### config.mk
export PLATFORM = sky130hd
export DESIGN_NAME = flag_unit
export DESIGN_NICKNAME = d
export VERILOG_FILES = /design/src/rtl/flag_unit_pkg.sv /design/src/rtl/flag_arith.sv /design/src/rtl/flag_muldiv.sv /design/src/rtl/flag_misc.sv /design/src/rtl/flag_unit.sv
export SDC_FILE = /design/constraint.sdc
export NUM_CORES = 1
export LEC_CHECK = 0
export ABC_CLOCK_PERIOD_IN_PS = 800
export BUFFER_PORTS_ARGS = -buffer_cell sky130_fd_sc_hd__buf_4
export CAP_MARGIN = 20
export CORE_MARGIN = 1
export CORE_UTILIZATION = 60
export CTS_BUF_LIST = sky130_fd_sc_hd__clkbuf_16
export CTS_CLUSTER_DIAMETER = 200
export DETAILED_ROUTE_END_ITERATION = 10
export PLACE_DENSITY = 0.77
export SLEW_MARGIN = 20
export SYNTH_ARGS = -nofsm -noshare
export SYNTH_HDL_FRONTEND = slang
export SYNTH_SLANG_ARGS = --single-unit
### constraint.sdc
create_clock -name clk_i -period 0.8 [get_ports clk_i]
set_input_delay 0.04 -clock clk_i [delete_from_list [all_inputs] [get_ports clk_i]]
set_output_delay 0.04 -clock clk_i [all_outputs]
set_load 0.1 [all_outputs]
### src/rtl/flag_unit_pkg.sv
package flag_unit_pkg;
  localparam int W   = 8;      // operand width; decimal adjust assumes two nibbles
  localparam int H   = W / 2;
  localparam int RW  = 2 * W;
  localparam int OPW = 5;
  localparam int PSW_C_BIT  = 7;
  localparam int PSW_AC_BIT = 6;
  localparam int PSW_OV_BIT = 2;
  localparam int IDXW = $clog2(W);

  typedef enum logic [OPW-1:0] {
    OP_NOP   = 5'd0,
    OP_ADD   = 5'd1,
    OP_ADDC  = 5'd2,
    OP_SUBB  = 5'd3,
    OP_MUL   = 5'd4,
    OP_DIV   = 5'd5,
    OP_DA    = 5'd6,
    OP_RRC   = 5'd7,
    OP_RLC   = 5'd8,
    OP_SETC  = 5'd9,
    OP_CLRC  = 5'd10,
    OP_CPLC  = 5'd11,
    OP_ANLC  = 5'd12,
    OP_ANLNC = 5'd13,
    OP_ORLC  = 5'd14,
    OP_ORLNC = 5'd15,
    OP_MOVC  = 5'd16,
    OP_CMP   = 5'd17
  } op_e;

  typedef struct packed {
    logic [RW-1:0] res;
    logic          c;
    logic          ov;
    logic          ac;
    logic          c_we;
    logic          ov_we;
    logic          ac_we;
  } flag_res_t;
endpackage

### src/rtl/flag_arith.sv
module flag_arith
  import flag_unit_pkg::*;
(
  input  op_e              op_i,
  input  logic [W-1:0]     a_i,
  input  logic [W-1:0]     b_i,
  input  logic             cy_i,
  output flag_res_t        out_o
);
  logic         is_sub;
  logic         cin;
  logic [W:0]   full;
  logic [W-1:0] low;   // MSB is carry/borrow into the top bit
  logic [H:0]   nib;

  always_comb begin
    is_sub = (op_i == OP_SUBB);
    cin    = (op_i == OP_ADD) ? 1'b0 : cy_i;
    if (is_sub) begin
      full = {1'b0, a_i} - {1'b0, b_i} - (W+1)'(cin);
      low  = {1'b0, a_i[W-2:0]} - {1'b0, b_i[W-2:0]} - W'(cin);
      nib  = {1'b0, a_i[H-1:0]} - {1'b0, b_i[H-1:0]} - (H+1)'(cin);
    end else begin
      full = {1'b0, a_i} + {1'b0, b_i} + (W+1)'(cin);
      low  = {1'b0, a_i[W-2:0]} + {1'b0, b_i[W-2:0]} + W'(cin);
      nib  = {1'b0, a_i[H-1:0]} + {1'b0, b_i[H-1:0]} + (H+1)'(cin);
    end
    out_o       = '0;
    out_o.res   = RW'(full[W-1:0]);
    out_o.c     = full[W];
    out_o.ac    = nib[H];
    out_o.ov    = low[W-1] ^ full[W];
    out_o.c_we  = 1'b1;
    out_o.ov_we = 1'b1;
    out_o.ac_we = 1'b1;
  end
endmodule

### src/rtl/flag_muldiv.sv
module flag_muldiv
  import flag_unit_pkg::*;
(
  input  op_e          op_i,
  input  logic [W-1:0] a_i,
  input  logic [W-1:0] b_i,
  output flag_res_t    out_o
);
  logic [RW-1:0] prod;
  logic [W-1:0]  quo;
  logic [W-1:0]  rem;
  logic          div0;

  always_comb begin
    prod = RW'(a_i) * RW'(b_i);
    div0 = (b_i == '0);
    quo  = div0 ? '0 : a_i / b_i;
    rem  = div0 ? '0 : a_i % b_i;
    out_o       = '0;
    out_o.c     = 1'b0;
    out_o.c_we  = 1'b1;
    out_o.ov_we = 1'b1;
    if (op_i == OP_MUL) begin
      out_o.res = prod;
      out_o.ov  = |prod[RW-1:W];
    end else begin
      out_o.res = {rem, quo};
      out_o.ov  = div0;
    end
  end
endmodule

### src/rtl/flag_misc.sv
module flag_misc
  import flag_unit_pkg::*;
(
  input  op_e          op_i,
  input  logic [W-1:0] a_i,
  input  logic [W-1:0] b_i,
  input  logic         cy_i,
  input  logic         ac_i,
  input  logic         bit_i,
  output flag_res_t    out_o
);
  logic       lo_fix, hi_fix, c_mid;
  logic [W:0] step1, step2;

  // decimal adjust: two conditional nibble corrections, carry only accumulates
  always_comb begin
    lo_fix = (a_i[H-1:0] > H'(9)) || ac_i;
    step1  = {1'b0, a_i} + (lo_fix ? (W+1)'(6) : '0);
    c_mid  = cy_i | step1[W];
    hi_fix = (step1[W-1:H] > H'(9)) || c_mid;
    step2  = {1'b0, step1[W-1:0]} + (hi_fix ? (W+1)'(8'h60) : '0);
  end

  always_comb begin
    out_o = '0;
    case (op_i)
      OP_DA: begin
        out_o.res  = RW'(step2[W-1:0]);
        out_o.c    = c_mid | step2[W];
        out_o.c_we = 1'b1;
      end
      OP_RRC: begin
        out_o.res  = RW'({cy_i, a_i[W-1:1]});
        out_o.c    = a_i[0];
        out_o.c_we = 1'b1;
      end
      OP_RLC: begin
        out_o.res  = RW'({a_i[W-2:0], cy_i});
        out_o.c    = a_i[W-1];
        out_o.c_we = 1'b1;
      end
      OP_SETC:  begin out_o.c = 1'b1;            out_o.c_we = 1'b1; end
      OP_CLRC:  begin out_o.c = 1'b0;            out_o.c_we = 1'b1; end
      OP_CPLC:  begin out_o.c = ~cy_i;           out_o.c_we = 1'b1; end
      OP_ANLC:  begin out_o.c = cy_i & bit_i;    out_o.c_we = 1'b1; end
      OP_ANLNC: begin out_o.c = cy_i & ~bit_i;   out_o.c_we = 1'b1; end
      OP_ORLC:  begin out_o.c = cy_i | bit_i;    out_o.c_we = 1'b1; end
      OP_ORLNC: begin out_o.c = cy_i | ~bit_i;   out_o.c_we = 1'b1; end
      OP_MOVC:  begin out_o.c = bit_i;           out_o.c_we = 1'b1; end
      OP_CMP:   begin out_o.c = (a_i < b_i);     out_o.c_we = 1'b1; end
      default:  out_o = '0;
    endcase
  end
endmodule

### src/rtl/flag_unit.sv
module flag_unit
  import flag_unit_pkg::*;
(
  input  logic                       clk_i,
  input  logic                       rst_ni,
  input  logic [flag_unit_pkg::OPW-1:0] op_i,
  input  logic [flag_unit_pkg::W-1:0]   a_i,
  input  logic [flag_unit_pkg::W-1:0]   b_i,
  input  logic                       cy_i,
  input  logic                       ac_i,
  input  logic                       bit_i,
  input  logic                       psw_wr_i,
  input  logic                       psw_bit_i,
  output logic [flag_unit_pkg::RW-1:0]  res_o,
  output logic                       c_o,
  output logic                       ov_o,
  output logic                       ac_o,
  output logic                       c_we_o,
  output logic                       ov_we_o,
  output logic                       ac_we_o
);
  op_e       op;
  flag_res_t arith_r, muldiv_r, misc_r, psw_r, nxt, q;
  logic [IDXW-1:0] idx;

  assign op  = op_e'(op_i);
  assign idx = a_i[IDXW-1:0];

  flag_arith  u_arith  (.op_i(op), .a_i(a_i), .b_i(b_i), .cy_i(cy_i), .out_o(arith_r));
  flag_muldiv u_muldiv (.op_i(op), .a_i(a_i), .b_i(b_i), .out_o(muldiv_r));
  flag_misc   u_misc   (.op_i(op), .a_i(a_i), .b_i(b_i), .cy_i(cy_i), .ac_i(ac_i),
                        .bit_i(bit_i), .out_o(misc_r));

  // direct status write
  always_comb begin
    psw_r = '0;
    if (!psw_bit_i) begin
      psw_r.c     = a_i[PSW_C_BIT];
      psw_r.ac    = a_i[PSW_AC_BIT];
      psw_r.ov    = a_i[PSW_OV_BIT];
      psw_r.c_we  = 1'b1;
      psw_r.ac_we = 1'b1;
      psw_r.ov_we = 1'b1;
    end else begin
      if (idx == IDXW'(PSW_C_BIT))  begin psw_r.c  = bit_i; psw_r.c_we  = 1'b1; end
      if (idx == IDXW'(PSW_AC_BIT)) begin psw_r.ac = bit_i; psw_r.ac_we = 1'b1; end
      if (idx == IDXW'(PSW_OV_BIT)) begin psw_r.ov = bit_i; psw_r.ov_we = 1'b1; end
    end
  end

  always_comb begin
    case (op)
      OP_ADD, OP_ADDC, OP_SUBB: nxt = arith_r;
      OP_MUL, OP_DIV:           nxt = muldiv_r;
      default:                  nxt = misc_r;
    endcase
    if (psw_wr_i) nxt = psw_r;
  end

  always_ff @(posedge clk_i or negedge rst_ni) begin
    if (!rst_ni) q <= '0;
    else         q <= nxt;
  end

  assign res_o   = q.res;
  assign c_o     = q.c;
  assign ov_o    = q.ov;
  assign ac_o    = q.ac;
  assign c_we_o  = q.c_we;
  assign ov_we_o = q.ov_we;
  assign ac_we_o = q.ac_we;

  assert_mul_no_carry_R5: assert property (@(posedge clk_i) disable iff (!rst_ni)
    (!psw_wr_i && op_i == OP_MUL) |=> (c_we_o && !c_o && ov_we_o && !ac_we_o));

  assert_div_zero_ov_R6: assert property (@(posedge clk_i) disable iff (!rst_ni)
    (!psw_wr_i && op_i == OP_DIV && b_i == '0) |=> (ov_o && !c_o && !ac_we_o));

  assert_da_keeps_carry_R7: assert property (@(posedge clk_i) disable iff (!rst_ni)
    (!psw_wr_i && op_i == OP_DA && cy_i) |=> (c_o && c_we_o && !ov_we_o && !ac_we_o));

  assert_setc_only_c_R9: assert property (@(posedge clk_i) disable iff (!rst_ni)
    (!psw_wr_i && op_i == OP_SETC) |=> (c_o && c_we_o && !ov_we_o && !ac_we_o));

  assert_cmp_carry_R11: assert property (@(posedge clk_i) disable iff (!rst_ni)
    (!psw_wr_i && op_i == OP_CMP) |=> (c_o == $past(a_i < b_i) && !ov_we_o && !ac_we_o));

  assert_bit_write_one_flag_R13: assert property (@(posedge clk_i) disable iff (!rst_ni)
    (psw_wr_i && psw_bit_i) |=> $countones({c_we_o, ov_we_o, ac_we_o}) <= 1);

  assert_nop_idle_R14: assert property (@(posedge clk_i) disable iff (!rst_ni)
    (!psw_wr_i && op_i == OP_NOP) |=> !(c_we_o || ov_we_o || ac_we_o));
endmodule

==> results of run 1 <==
==> through the flow <==
| step | TNS (ns) | setup WS [ns] |
|---|---|---|
| 3_5_place_dp | -126.70 | -9.395 |
| 3_3_place_gp | -118.04 | -8.649 |
| 2_1_floorplan | -112.23 | -8.660 |
==> cell usage after synthesis, types with 7 or more instances <==
master	count
a21oi_1	61
nand3_1	14
xnor2_1	29
fa_1	43
o21a_1	11
and2_1	7
a221oi_1	7
nand2_1	64
a31oi_1	12
nor2_1	84
nor3_1	22
ha_1	109
mux2_2	8
inv_1	94
xor2_1	18
o21ai_0	38
o211ai_1	8
nand2b_1	15
nor2b_1	10
dfrtp_1	22
a21o_1	8
clkbuf_1	25
and3_1	7
mux2i_1	7
==> cell families after synthesis <==
family / count (synthesis) / share of synthesized area, %
AO/OA/AOI/OAI: 209 / 21.62
adder cells (fa/ha/maj): 153 / 34.60
flip-flops: 22 / 8.524
multiplexers: 16 / 2.712
XOR/XNOR: 47 / 6.373
buffers and inverters: 128 / 7.594
AND/OR/NAND/NOR: 254 / 18.58
==> results.md, run 1 <==
* Outcome: aborted with a tool error
* Fail Step: clock tree synthesis
* Halt Reason: [ERROR DPL-0038] Utilization greater than 100%, impossible to legalize
* Cell count after placement at 1,243
* Row count at 37
* I/O Pins at 50
* Initial Util at 62.28%
* Post-Place Cell Area at 0.009304 mm2
* Height of the die at 105.8 um
* Post-synth top area cell: ha_1
* Number of hold buffers added after CTS at 1
* Area contributors post-synth: ha_1 21%, fa_1 13%, dfrtp_1 8.5%
* DP Wirelength at 21,050 um
* Num CTS Buffers at 3
* CTS Buffer Depth at 2
* EDFF count, synth at 0
* Avg Inst Size Synth at 7.791 um2
* Clk sinks at 22
* Htree depth at 1
* Netlist cell types at 71
* Synth Net Count at 1,009
* Number of synthesis warnings at 0
* Async SR Flop Fraction at 100.0%
* Setup bufs post-CTS at 47
* Gate count after technology mapping at 829
* Die width at 105.8 um
* Synth Register Bits at 22
* Synth top area share at 21.12%
* Port bufs at 49
* Most used flip-flop cell after synthesis: dfrtp_1
* Post_cts resized at 143
* GP Congestion at 0.9888
* Register area share after synthesis at 8.524%
* Root Buffer: clkbuf_16
* Post-Syn Area at 0.006459 mm2
==> run 2, diff against run 1 <==
--- a/config.mk
+++ b/config.mk
@@ -9,11 +9,9 @@
 export BUFFER_PORTS_ARGS = -buffer_cell sky130_fd_sc_hd__buf_4
 export CAP_MARGIN = 20
 export CORE_MARGIN = 1
-export CORE_UTILIZATION = 60
-export CTS_BUF_LIST = sky130_fd_sc_hd__clkbuf_16
-export CTS_CLUSTER_DIAMETER = 200
+export CORE_UTILIZATION = 40
 export DETAILED_ROUTE_END_ITERATION = 10
-export PLACE_DENSITY = 0.77
+export PLACE_DENSITY_LB_ADDON = 0.15
 export SLEW_MARGIN = 20
 export SYNTH_ARGS = -nofsm -noshare
 export SYNTH_HDL_FRONTEND = slang
==> run 2 against run 1 <==
Effect of this change: the flow now finishes, with violations (setup timing); synthesized cell count unchanged; area after synthesis unchanged.
==> results.md, run 2 <==
* Htree depth at 1 (unchanged)
* Synth Net Count at 1,009 (unchanged)
* Outcome: complete, but fails checks
* Kind of end point of the critical path: flip-flop
* Die area at 0.01666 mm2
* EDFF count, synth at 0 (unchanged)
* Synth Register Bits at 22 (unchanged)
* Period utilization at 1183%
* CTS Buffer Depth at 2 (unchanged)
* Peak fanout along the critical path at 6
* Post-synth top area cell: ha_1
* Detailed-route via count at 7,822
* HP Class: in2reg
* Unrepaired setup endpoints after global routing: yes
* GP Congestion at 0.8945 (-9.5%)
* Slowest stage cell, crit path: or4_4
* Overall Global Routing Usage at 32.81%
* Slew Limit Fails at 0
* Hold path depth at 2
* Most used flip-flop cell after synthesis: dfrtp_1
* Initial DRC count at 628
* Synth top cells by count: 109 x ha_1, 94 x inv_1, 84 x nor2_1
* Gate count after technology mapping at 829 (unchanged)
* Commonest cells after routing, fill and taps aside: 308 x buf_4, 82 x ha_1, 75 x inv_1, 68 x nor2_1, 56 x nand2_1
* Post-Syn Area at 0.006459 mm2 (unchanged)
* FF/Latch Area at 576.8 um2
* Power Total at 0.01950 W
* Worst hold slack at 0.07323 ns
* Row count at 46 (+24%)
* Antenna Nets Post-Route at 0
* N_diodes at 0
* Slew @ Worst Pin at 0.7789 ns
* Num CTS Buffers at 3 (unchanged)
* Slowest Stage Delay on Critical Path at 0.53 ns
* Final nets at 1,376
* Final hold vios at 0
* CP required at 0.97 ns
* Antenna violations before repair at 0
* Via density at 5.544
* Crit path kind: in2reg
* Final core utilization at 72.08%
* Number of synthesis warnings at 0 (unchanged)
* Root Buffer: clkbuf_16
* Crit start category: primary input
* CTS tree: yes
* First-pass GRT wire length at 41,670 um
* Area contributors post-synth: ha_1 21%, fa_1 13%, dfrtp_1 8.5%
* Max-slew headroom at 47.88%
* Worst setup margin at -8.665 ns
* Largest net degree at the start of global routing at 26
* DP Wirelength at 20,690 um (-1.7%)
* WL per Instance at 19.56 um
* Crit path buf inv count at 7
* Height of the die at 129.1 um (+22%)
* Vias in the first global route at 8,075
* WP data arrival at 9.63 ns
* Min Tclk post-route at 9.465 ns
* Total gr overflow at 0
* Commonest non-fill, non-tap cell in the layout: buf_4
* Layout cells sized above 1 at 52.47%
* Max Freq at 105.6 MHz
* # setup viols final at 44
* Fillcell total at 1,160
* Netlist cell types at 71 (unchanged)
* Pleak at 5.330 nW
* Clk sinks at 22 (unchanged)
* Port bufs at 49 (unchanged)
* P&R area growth vs syn at 76.64%
* Area of the multi-input gates at 0.006603 mm2
* I/O Pins at 50 (unchanged)
* Most frequent cell after synthesis: ha_1
* Worst path top cell family by delay: compound AO/OA/AOI/OAI gates
* Hold path endpoint: c_we_o
* Peak VDD IR at 1.066 mV
* CTS clk-pin slew, worst paths at 0.06 ns
* Core region area at 0.01583 mm2
* Avg Inst Size Synth at 7.791 um2 (unchanged)
* Initial DRT Pass Iterations at 5
* Failing checks: setup timing
* Maxcap violations at 0
* DRC Markers at 0
* Final wirelength at 27,600 um
* Synth top area share at 21.12% (unchanged)
* Register area share after synthesis at 8.524% (unchanged)
* Die width at 129.1 um (+22%)
* Async SR Flop Fraction at 100.0% (unchanged)
* Initial Util at 40.81% (-21 points)
* Power per standard cell area at 1709 mW/mm2
* Hold path start: psw_bit_i
* Largest register FFs at 16
-- run 2: cell counts after synthesis --
Identical to the previous run, type by type.
-- run 2: power by group --
group | switching [W] | internal (W) | total (W)
Sequential | 0.0000426 | 0.00118 | 0.00122
Clock | 0.000396 | 0.000993 | 0.00139
Combinational | 0.00824 | 0.00865 | 0.0169
-- run 2: area by class of cell --
| cell class | count | share of cell area, % |
|---|---|---|
| inverters | 97 | 3.466 |
| multi-input cells | 679 | 57.87 |
| well taps | 216 | 2.369 |
| clock inverters | 1 | 0.2632 |
| repair buffers | 393 | 30.31 |
| flip-flops and latches | 22 | 5.056 |
| clock buffers | 3 | 0.6580 |
-- run 2: worst max-delay path by stage --
| stage | startpoint | endpoint | cells after the start |
|---|---|---|---|
| global route | b_i[4] | res_o[0] | 53 |
| CTS | b_i[5] | res_o[11] | 51 |
| detailed placement | b_i[6] | res_o[15] | 50 |
| global placement | b_i[6] | res_o[11] | 47 |
| finish | b_i[4] | res_o[0] | 53 |
| floorplan | b_i[6] | res_o[11] | 49 |
-- run 2: timing repair --
item / in CTS / in global routing
pin swaps: 82 / 98
endpoints found under the setup margin: 44 / 44
setup buffers: 39 / 32
gates resized for setup: 175 / 110
hold buffers: 1 / 0
endpoints found under the hold margin: 22 / 0
-- run 2: routing by layer --
layer | share of wire, % | GRT usage [%] | up-vias
li1 | - | - | 3644
met1 | 39 | 39.07 | 3798
met2 | 51 | 59.21 | 289
met3 | 5.5 | 3.799 | 91
met4 | 4.8 | 14.81 | 0
met5 | 0 | 0 | -
-- run 2: metrics by stage --
stage | TNS, ns | cell area, um2 | cells | setup WS, ns
2_1_floorplan | -112.23 | 7119 | 829 | -8.660
3_3_place_gp | -119.01 | 9549 | 1344 | -8.669
3_5_place_dp | -124.52 | 9549 | 1344 | -9.130
4_1_cts | -117.87 | 10740 | 1388 | -8.703
5_1_grt | -122.56 | 11410 | 1411 | -8.960
6_report | -117.54 | 11410 | 1411 | -8.665
-- run 2: logic make-up after synthesis --
| family | count (synthesis) | share of synthesized area (%) |
|---|---|---|
| AO/OA/AOI/OAI | 209 | 21.62 |
| XOR/XNOR | 47 | 6.373 |
| adder cells (fa/ha/maj) | 153 | 34.60 |
| buffers and inverters | 128 | 7.594 |
| flip-flops | 22 | 8.524 |
| multiplexers | 16 | 2.712 |
| AND/OR/NAND/NOR | 254 | 18.58 |
No activity file was read; power rests on OpenSTA's default activity.
==> run 3, diff against run 2 <==
--- a/config.mk
+++ b/config.mk
@@ -12,6 +12,7 @@
 export CORE_UTILIZATION = 40
 export DETAILED_ROUTE_END_ITERATION = 10
 export PLACE_DENSITY_LB_ADDON = 0.15
+export RECOVER_POWER = 25
 export SLEW_MARGIN = 20
 export SYNTH_ARGS = -nofsm -noshare
 export SYNTH_HDL_FRONTEND = slang
==> run 3 against run 2 <==
Effect of this change: the flow still finishes with violations (setup timing); flip-flop and latch count did not move; combinational power barely moved; routed wire length fell by 0.26%; hold slack improved by 0.0010 ns; clock-buffer cell count did not move; power barely moved; worst setup slack got worse by 0.0029 ns; sequential power barely moved; maximum frequency barely moved.
==> results.md, run 3 (synthesis results as in run 2) <==
* Max-slew headroom at 47.75% (-0.14 points)
* Commonest cells after routing, fill and taps aside: 307 x buf_4, 82 x ha_1, 75 x inv_1, 68 x nor2_1, 56 x nand2_1
* Layout cells sized above 1 at 52.47% (unchanged)
* Peak fanout along the critical path at 6 (unchanged)
* WL per Instance at 19.51 um (-0.26%)
* Failing checks: setup timing
* Pleak at 5.329 nW (about the same)
* Peak VDD IR at 1.065 mV (-0.12%)
* Overall Global Routing Usage at 32.81% (unchanged)
* Antenna Nets Post-Route at 0 (unchanged)
* Root Buffer: clkbuf_16
* Detailed-route via count at 7,824 (+0.026%)
* Clk sinks at 22 (unchanged)
* Worst hold slack at 0.07428 ns (+0.001050 ns)
* Crit start category: primary input
* Final wirelength at 27,520 um (-0.26%)
* I/O Pins at 50 (unchanged)
* Antenna violations before repair at 0 (unchanged)
* N_diodes at 0 (unchanged)
* Internal cell power at 0.01082 W (about the same)
* Sw Ratio at 44.50% (about the same)
* Kind of end point of the critical path: flip-flop
* Core region area at 0.01583 mm2 (unchanged)
* Initial Util at 40.81% (unchanged)
* Num CTS Buffers at 3 (unchanged)
* Power per standard cell area at 1709 mW/mm2 (about the same)
* Slowest stage cell, crit path: or4_4
* Vias in the first global route at 8,075 (unchanged)
* Largest net degree at the start of global routing at 26 (unchanged)
* Height of the die at 129.1 um (unchanged)
* Switch Pwr at 0.008672 W (about the same)
* Port bufs at 49 (unchanged)
* Die area at 0.01666 mm2 (unchanged)
* CTS clk-pin slew, worst paths at 0.06 ns (about the same)
* Commonest non-fill, non-tap cell in the layout: buf_4
* P&R area growth vs syn at 76.60% (about the same)
* # setup viols final at 44 (unchanged)
* Min Tclk post-route at 9.468 ns (+0.002900 ns)
* Htree depth at 1 (unchanged)
* Slew @ Worst Pin at 0.7809 ns (+0.002050 ns)
* Final nets at 1,376 (unchanged)
* Slowest Stage Delay on Critical Path at 0.53 ns (about the same)
* Maxcap violations at 0 (unchanged)
* Power Total at 0.01949 W (about the same)
* Crit path kind: in2reg
* Sequential share of power at 6.3% (about the same)
* First-pass GRT wire length at 41,670 um (unchanged)
* DP Wirelength at 20,690 um (unchanged)
* Largest register FFs at 16 (unchanged)
* Slew Limit Fails at 0 (unchanged)
* WP data arrival at 9.63 ns (about the same)
* Placement Setup Slack at -9.130 ns (unchanged)
* CP required at 0.96 ns (about the same)
* Final hold vios at 0 (unchanged)
* Period utilization at 1184% (about the same)
* Row count at 46 (unchanged)
* CTS tree: yes
* Die width at 129.1 um (unchanged)
* Logic gate share of total power at 86.6% (about the same)
* Outcome: complete, but fails checks
* Clock power frac at 7.1% (about the same)
* Max Freq at 105.6 MHz (about the same)
* GP Congestion at 0.8945 (unchanged)
* HP Class: in2reg
* Initial DRC count at 597 (-4.9%)
* Total gr overflow at 0 (unchanged)
* DRC Markers at 0 (unchanged)
* Worst setup margin at -8.668 ns (-0.002900 ns)
* Initial DRT Pass Iterations at 8 (+3)
* Unrepaired setup endpoints after global routing: yes
* Fillcell total at 1,161 (+0.086%)
* CTS Buffer Depth at 2 (unchanged)
* Via density at 5.545 (about the same)
## run 3: changes by cell type in the layout (fill, tap and decap cells not counted), sizes merged
| cell | before | now |
|---|---|---|
| buf | 392 | 391 |
| clkbuf | 3 | 4 |
## run 3: final timing paths
check                          start        end  slack (ns)  cells past startpoint
worst min-delay path       psw_bit_i     c_we_o        0.07                      2
min in group asynchronous     rst_ni  res_o[10]        0.30                      2
max in group asynchronous     rst_ni   res_o[3]        0.12                      2
worst max-delay path          b_i[4]   res_o[0]       -8.67                     53
## run 3: critical path, delay by kind of cell
kind | cells | cell delay, ns
multiplexers | 1 | 0.22
buffers and inverters | 7 | 0.77
AO/OA/AOI/OAI | 25 | 4.23
AND/OR/NAND/NOR | 13 | 2.49
adder cells (fa/ha/maj) | 7 | 1.88
## run 3: layer usage
metal	global-route usage [%]	vias to the layer above	wire [um]
li1	-	3643	-
met2	59.21	292	13910
met1	39.07	3794	10730
met3	3.799	95	1545
met4	14.81	0	1333
met5	0	-	0
## run 3: final cells by class
| class | count | area (um2) | share of cell area (%) |
|---|---|---|---|
| Multi-Input combinational cell | 679 | 6603 | 57.89 |
| Timing Repair Buffer | 393 | 3456 | 30.30 |
| Sequential cell | 22 | 576.8 | 5.057 |
| Inverter | 97 | 395.4 | 3.466 |
| Tap cell | 216 | 270.3 | 2.369 |
| Clock buffer | 3 | 75.07 | 0.6582 |
| Clock inverter | 1 | 30.03 | 0.2633 |
## run 3: what timing repair did
action                                  in CTS  in global routing
setup buffers                               39                 32
gates resized for setup                    175                110
pin swaps                                   82                 98
hold buffers                                 1                  0
endpoints found under the setup margin      44                 44
hold endpoints to repair                    22                  0
## run 3: power groups by stage
stage | combinational, W | sequential, W | clock, W
6_report | 0.0169 | 0.00122 | 0.00139
5_1_grt | 0.0180 | 0.00122 | 0.00142
4_1_cts | 0.0150 | 0.00121 | 0.00138
3_5_place_dp | 0.0135 | 0.00121 | 0
3_3_place_gp | 0.0131 | 0.00121 | 0
2_1_floorplan | 0.00721 | 0.00162 | 0
## run 3: stage by stage
step / area (um2) / setup TNS (ns) / utilization, % / cells
finish: 11410 / -117.54 / 72.06 / 1411
detailed placement: 9549 / -124.52 / 60.33 / 1344
global route: 11410 / -122.73 / 72.06 / 1411
global placement: 9549 / -119.01 / 60.33 / 1344
CTS: 10740 / -117.87 / 67.83 / 1388
floorplan: 7119 / -112.23 / - / 829
==> run 4, diff against run 3 <==
--- a/config.mk
+++ b/config.mk
@@ -5,6 +5,7 @@
 export SDC_FILE = /design/constraint.sdc
 export NUM_CORES = 1
 export LEC_CHECK = 0
+export ABC_AREA = 1
 export ABC_CLOCK_PERIOD_IN_PS = 800
 export BUFFER_PORTS_ARGS = -buffer_cell sky130_fd_sc_hd__buf_4
 export CAP_MARGIN = 20
==> run 4 against run 3 <==
Effect of this change: the flow still finishes with violations (setup timing); combinational power is 8% higher; power is 7.0% higher; hold slack better by 0.066 ns; largest power group unchanged; largest cell class unchanged; sequential power hardly changed; critical path type unchanged; sequential share of layout area is 0.38 points lower.
==> results.md, run 4 <==
* Switch Pwr at 0.009781 W (+13%)
* Number of synthesis warnings at 0 (unchanged)
* Clock power frac at 6.8% (-0.3 points)
* P&R area growth vs syn at 77.76%
* Antenna violations before repair at 0 (unchanged)
* Final instance area at 0.01232 mm2 (+8.0%)
* Antenna Nets Post-Route at 0 (unchanged)
* Synth Net Count at 1,209 (+20%)
* Internal cell power at 0.01108 W (+2.4%)
* # setup viols final at 44 (unchanged)
* Fillcell total at 1,233 (+6.2%)
* HP Class: in2reg
* Final nets at 1,605 (+17%)
* CTS clk-pin slew, worst paths at 0.06 ns (about the same)
* Vias in the first global route at 8,704 (+7.8%)
* Largest net degree at the start of global routing at 23 (-12%)
* Area contributors post-synth: ha_1 20%, nand2_1 13%, fa_1 12%
* Sequential share of power at 5.8% (-0.5 points)
* WP data arrival at 8.56 ns (-1.07 ns)
* Clk sinks at 22 (unchanged)
* Crit path launch: b_i[0]
* Power Total at 0.02086 W (+7.0%)
* Htree depth at 1 (unchanged)
* Layout cells sized above 1 at 52.39% (-0.081 points)
* Min Tclk post-route at 8.365 ns (-1.103 ns)
* Num CTS Buffers at 3 (unchanged)
* Slowest Stage Delay on Critical Path at 0.29 ns (-0.24 ns)
* CTS Buffer Depth at 2 (unchanged)
* CP required at 1.00 ns (+0.04 ns)
* GP Congestion at 0.9690 (+8.3%)
* Post-synth top area cell: ha_1
* Root Buffer: clkbuf_16
* Overall Global Routing Usage at 30.92% (-1.9 points)
* Synth Register Bits at 22 (unchanged)
* Slowest stage cell, crit path: ha_4
* Pleak at 6.337 nW (+19%)
* First-pass GRT wire length at 43,550 um (+4.5%)
* Critical path endpoint: res_o[0]
* Power per standard cell area at 1693 mW/mm2 (-0.94%)
* Largest register FFs at 16 (unchanged)
* Initial Util at 41.36% (+0.55 points)
* Port bufs at 49 (unchanged)
* Final wirelength at 28,200 um (+2.5%)
* Crit start category: primary input
* Register area share after synthesis at 7.942% (-0.58 points)
* Synth top area share at 19.68% (-1.4 points)
* Via density at 5.251 (-5.3%)
* WL per Instance at 17.15 um (-12%)
* Height of the die at 133.6 um (+3.5%)
* Worst setup margin at -7.565 ns (+1.103 ns)
* Most frequent cell after synthesis: nand2_1
* Gate count after technology mapping at 1,029 (+24%)
* Logic gate share of total power at 87.5% (+0.9 points)
* CTS tree: yes
* Max Freq at 119.5 MHz (+13%)
* Peak VDD IR at 1.149 mV (+7.9%)
* Sw Ratio at 46.90% (+2.4 points)
* EDFF count, synth at 0 (unchanged)
* Row count at 47 (+2.2%)
* Slew @ Worst Pin at 0.5381 ns (-0.2428 ns)
* DRC Markers at 0 (unchanged)
* Post-Syn Area at 0.006932 mm2 (+7.3%)
* Die area at 0.01786 mm2 (+7.2%)
* Kind of end point of the critical path: flip-flop
* Netlist cell types at 55 (-23%)
* Slew Limit Fails at 0 (unchanged)
* Failing checks: setup timing
* Commonest non-fill, non-tap cell in the layout: buf_4
* Avg Inst Size Synth at 6.736 um2 (-14%)
* Die width at 133.6 um (+3.5%)
* Placement Setup Slack at -7.846 ns (+1.284 ns)
* Async SR Flop Fraction at 100.0% (unchanged)
* Maxcap violations at 0 (unchanged)
* Core region area at 0.01676 mm2 (+5.9%)
* Final core utilization at 73.52% (+1.5 points)
* Max-slew headroom at 64.13% (+16 points)
* I/O Pins at 50 (unchanged)
* Crit path kind: in2reg
* Synth top cells by count: 240 x nand2_1, 201 x inv_1, 109 x ha_1
* Post-Place Cell Area at 0.009998 mm2 (+4.7%)
* Detailed-route via count at 8,633 (+10%)
* Initial DRT Pass Iterations at 6 (-2)
* Hold path depth at 4 (+2)
* Most used flip-flop cell after synthesis: dfrtp_1
* Final hold vios at 0 (unchanged)
* Initial DRC count at 491 (-18%)
* N_diodes at 0 (unchanged)
* Commonest cells after routing, fill and taps aside: 339 x buf_4, 171 x nand2_1, 167 x inv_1, 74 x ha_1, 58 x nand2_2
* Period utilization at 1046% (-140 points)
* DP Wirelength at 20,180 um (-2.4%)
* Peak fanout along the critical path at 8 (+2)
* Outcome: complete, but fails checks
* Total gr overflow at 0 (unchanged)
* Unrepaired setup endpoints after global routing: yes
run 4: cell types whose count changed in the layout (fill, tap and decap cells not counted), moves of 12 or more:
cell	change
nor2_1	-33
xnor2_1	-20
nand2b_1	-12
buf_4	+32
nand3_2	+26
a21oi_2	-13
inv_1	+92
inv_2	+15
nand2_4	+14
nand2_1	+115
nand3_1	+14
nand2_2	+52
run 4: area by class of cell:
| class | count | area [um2] | share of cell area (%) |
|---|---|---|---|
| repair inverters | 2 | 15.01 | 0.1219 |
| inverters | 211 | 839.6 | 6.814 |
| flip-flops and latches | 22 | 576.8 | 4.681 |
| multi-input cells | 772 | 6975 | 56.61 |
| clock inverters | 1 | 30.03 | 0.2437 |
| well taps | 220 | 275.3 | 2.234 |
| repair buffers | 413 | 3535 | 28.69 |
| clock buffers | 3 | 75.07 | 0.6093 |
run 4: worst min path at each step:
stage	slack [ns]	end	startpoint
CTS	0.13	ov_o	psw_bit_i
global route	0.18	ov_o	psw_bit_i
floorplan	-0.26	ac_o	rst_ni
global placement	-0.06	c_we_o	rst_ni
detailed placement	-0.06	c_we_o	rst_ni
finish	0.14	ov_o	psw_bit_i
run 4: power by group through the flow:
stage / logic [W] / clock network [W] / registers, W
after floorplan: 0.00768 / 0 / 0.00161
after global placement: 0.0143 / 0 / 0.00121
after detailed placement: 0.0144 / 0 / 0.00121
after CTS: 0.0169 / 0.00139 / 0.00121
after global routing: 0.0196 / 0.00147 / 0.00121
final: 0.0182 / 0.00141 / 0.00121
run 4: per-stage QoR:
step           std cells  setup TNS (ns)  hold slack, ns
2_1_floorplan       1029          -91.88         -0.2556
3_3_place_gp        1554         -105.68        -0.06295
3_5_place_dp        1554         -107.38        -0.06083
4_1_cts             1620          -97.20          0.1293
5_1_grt             1644         -107.59          0.1825
6_report            1644         -101.86          0.1405
run 4: kinds of logic after synthesis:
logic type      after synthesis  synth area share [%]
buf+inv                     235                 13.34
simple gates                413                 27.08
fa+ha+maj                   152                 32.09
flops                        22                 7.942
xor+xnor                     35                 4.422
mux                           1                0.1444
compound gates              171                 14.98
run 4: layer usage:
| layer | share of wire [%] | GRT usage (%) |
|---|---|---|
| met1 | 41 | 38.27 |
| met2 | 49 | 54.31 |
| met3 | 5.8 | 4.186 |
| met4 | 4.1 | 11.55 |
| met5 | 0 | 0 |
run 4: worst max-delay path, delay by kind of cell:
family / cells / cell delay (ns)
compound gates: 9 / 1.42
fa+ha+maj: 7 / 1.89
buf+inv: 22 / 2.23
simple gates: 26 / 2.95
run 4: repair_timing:
action / in CTS / in global routing
hold buffers: 1 / 0
pin swaps: 115 / 102
endpoints found under the setup margin: 44 / 44
hold endpoints to repair: 22 / 0
gates resized for setup: 243 / 124
setup buffers: 61 / 27
gates cloned: 2 / 0
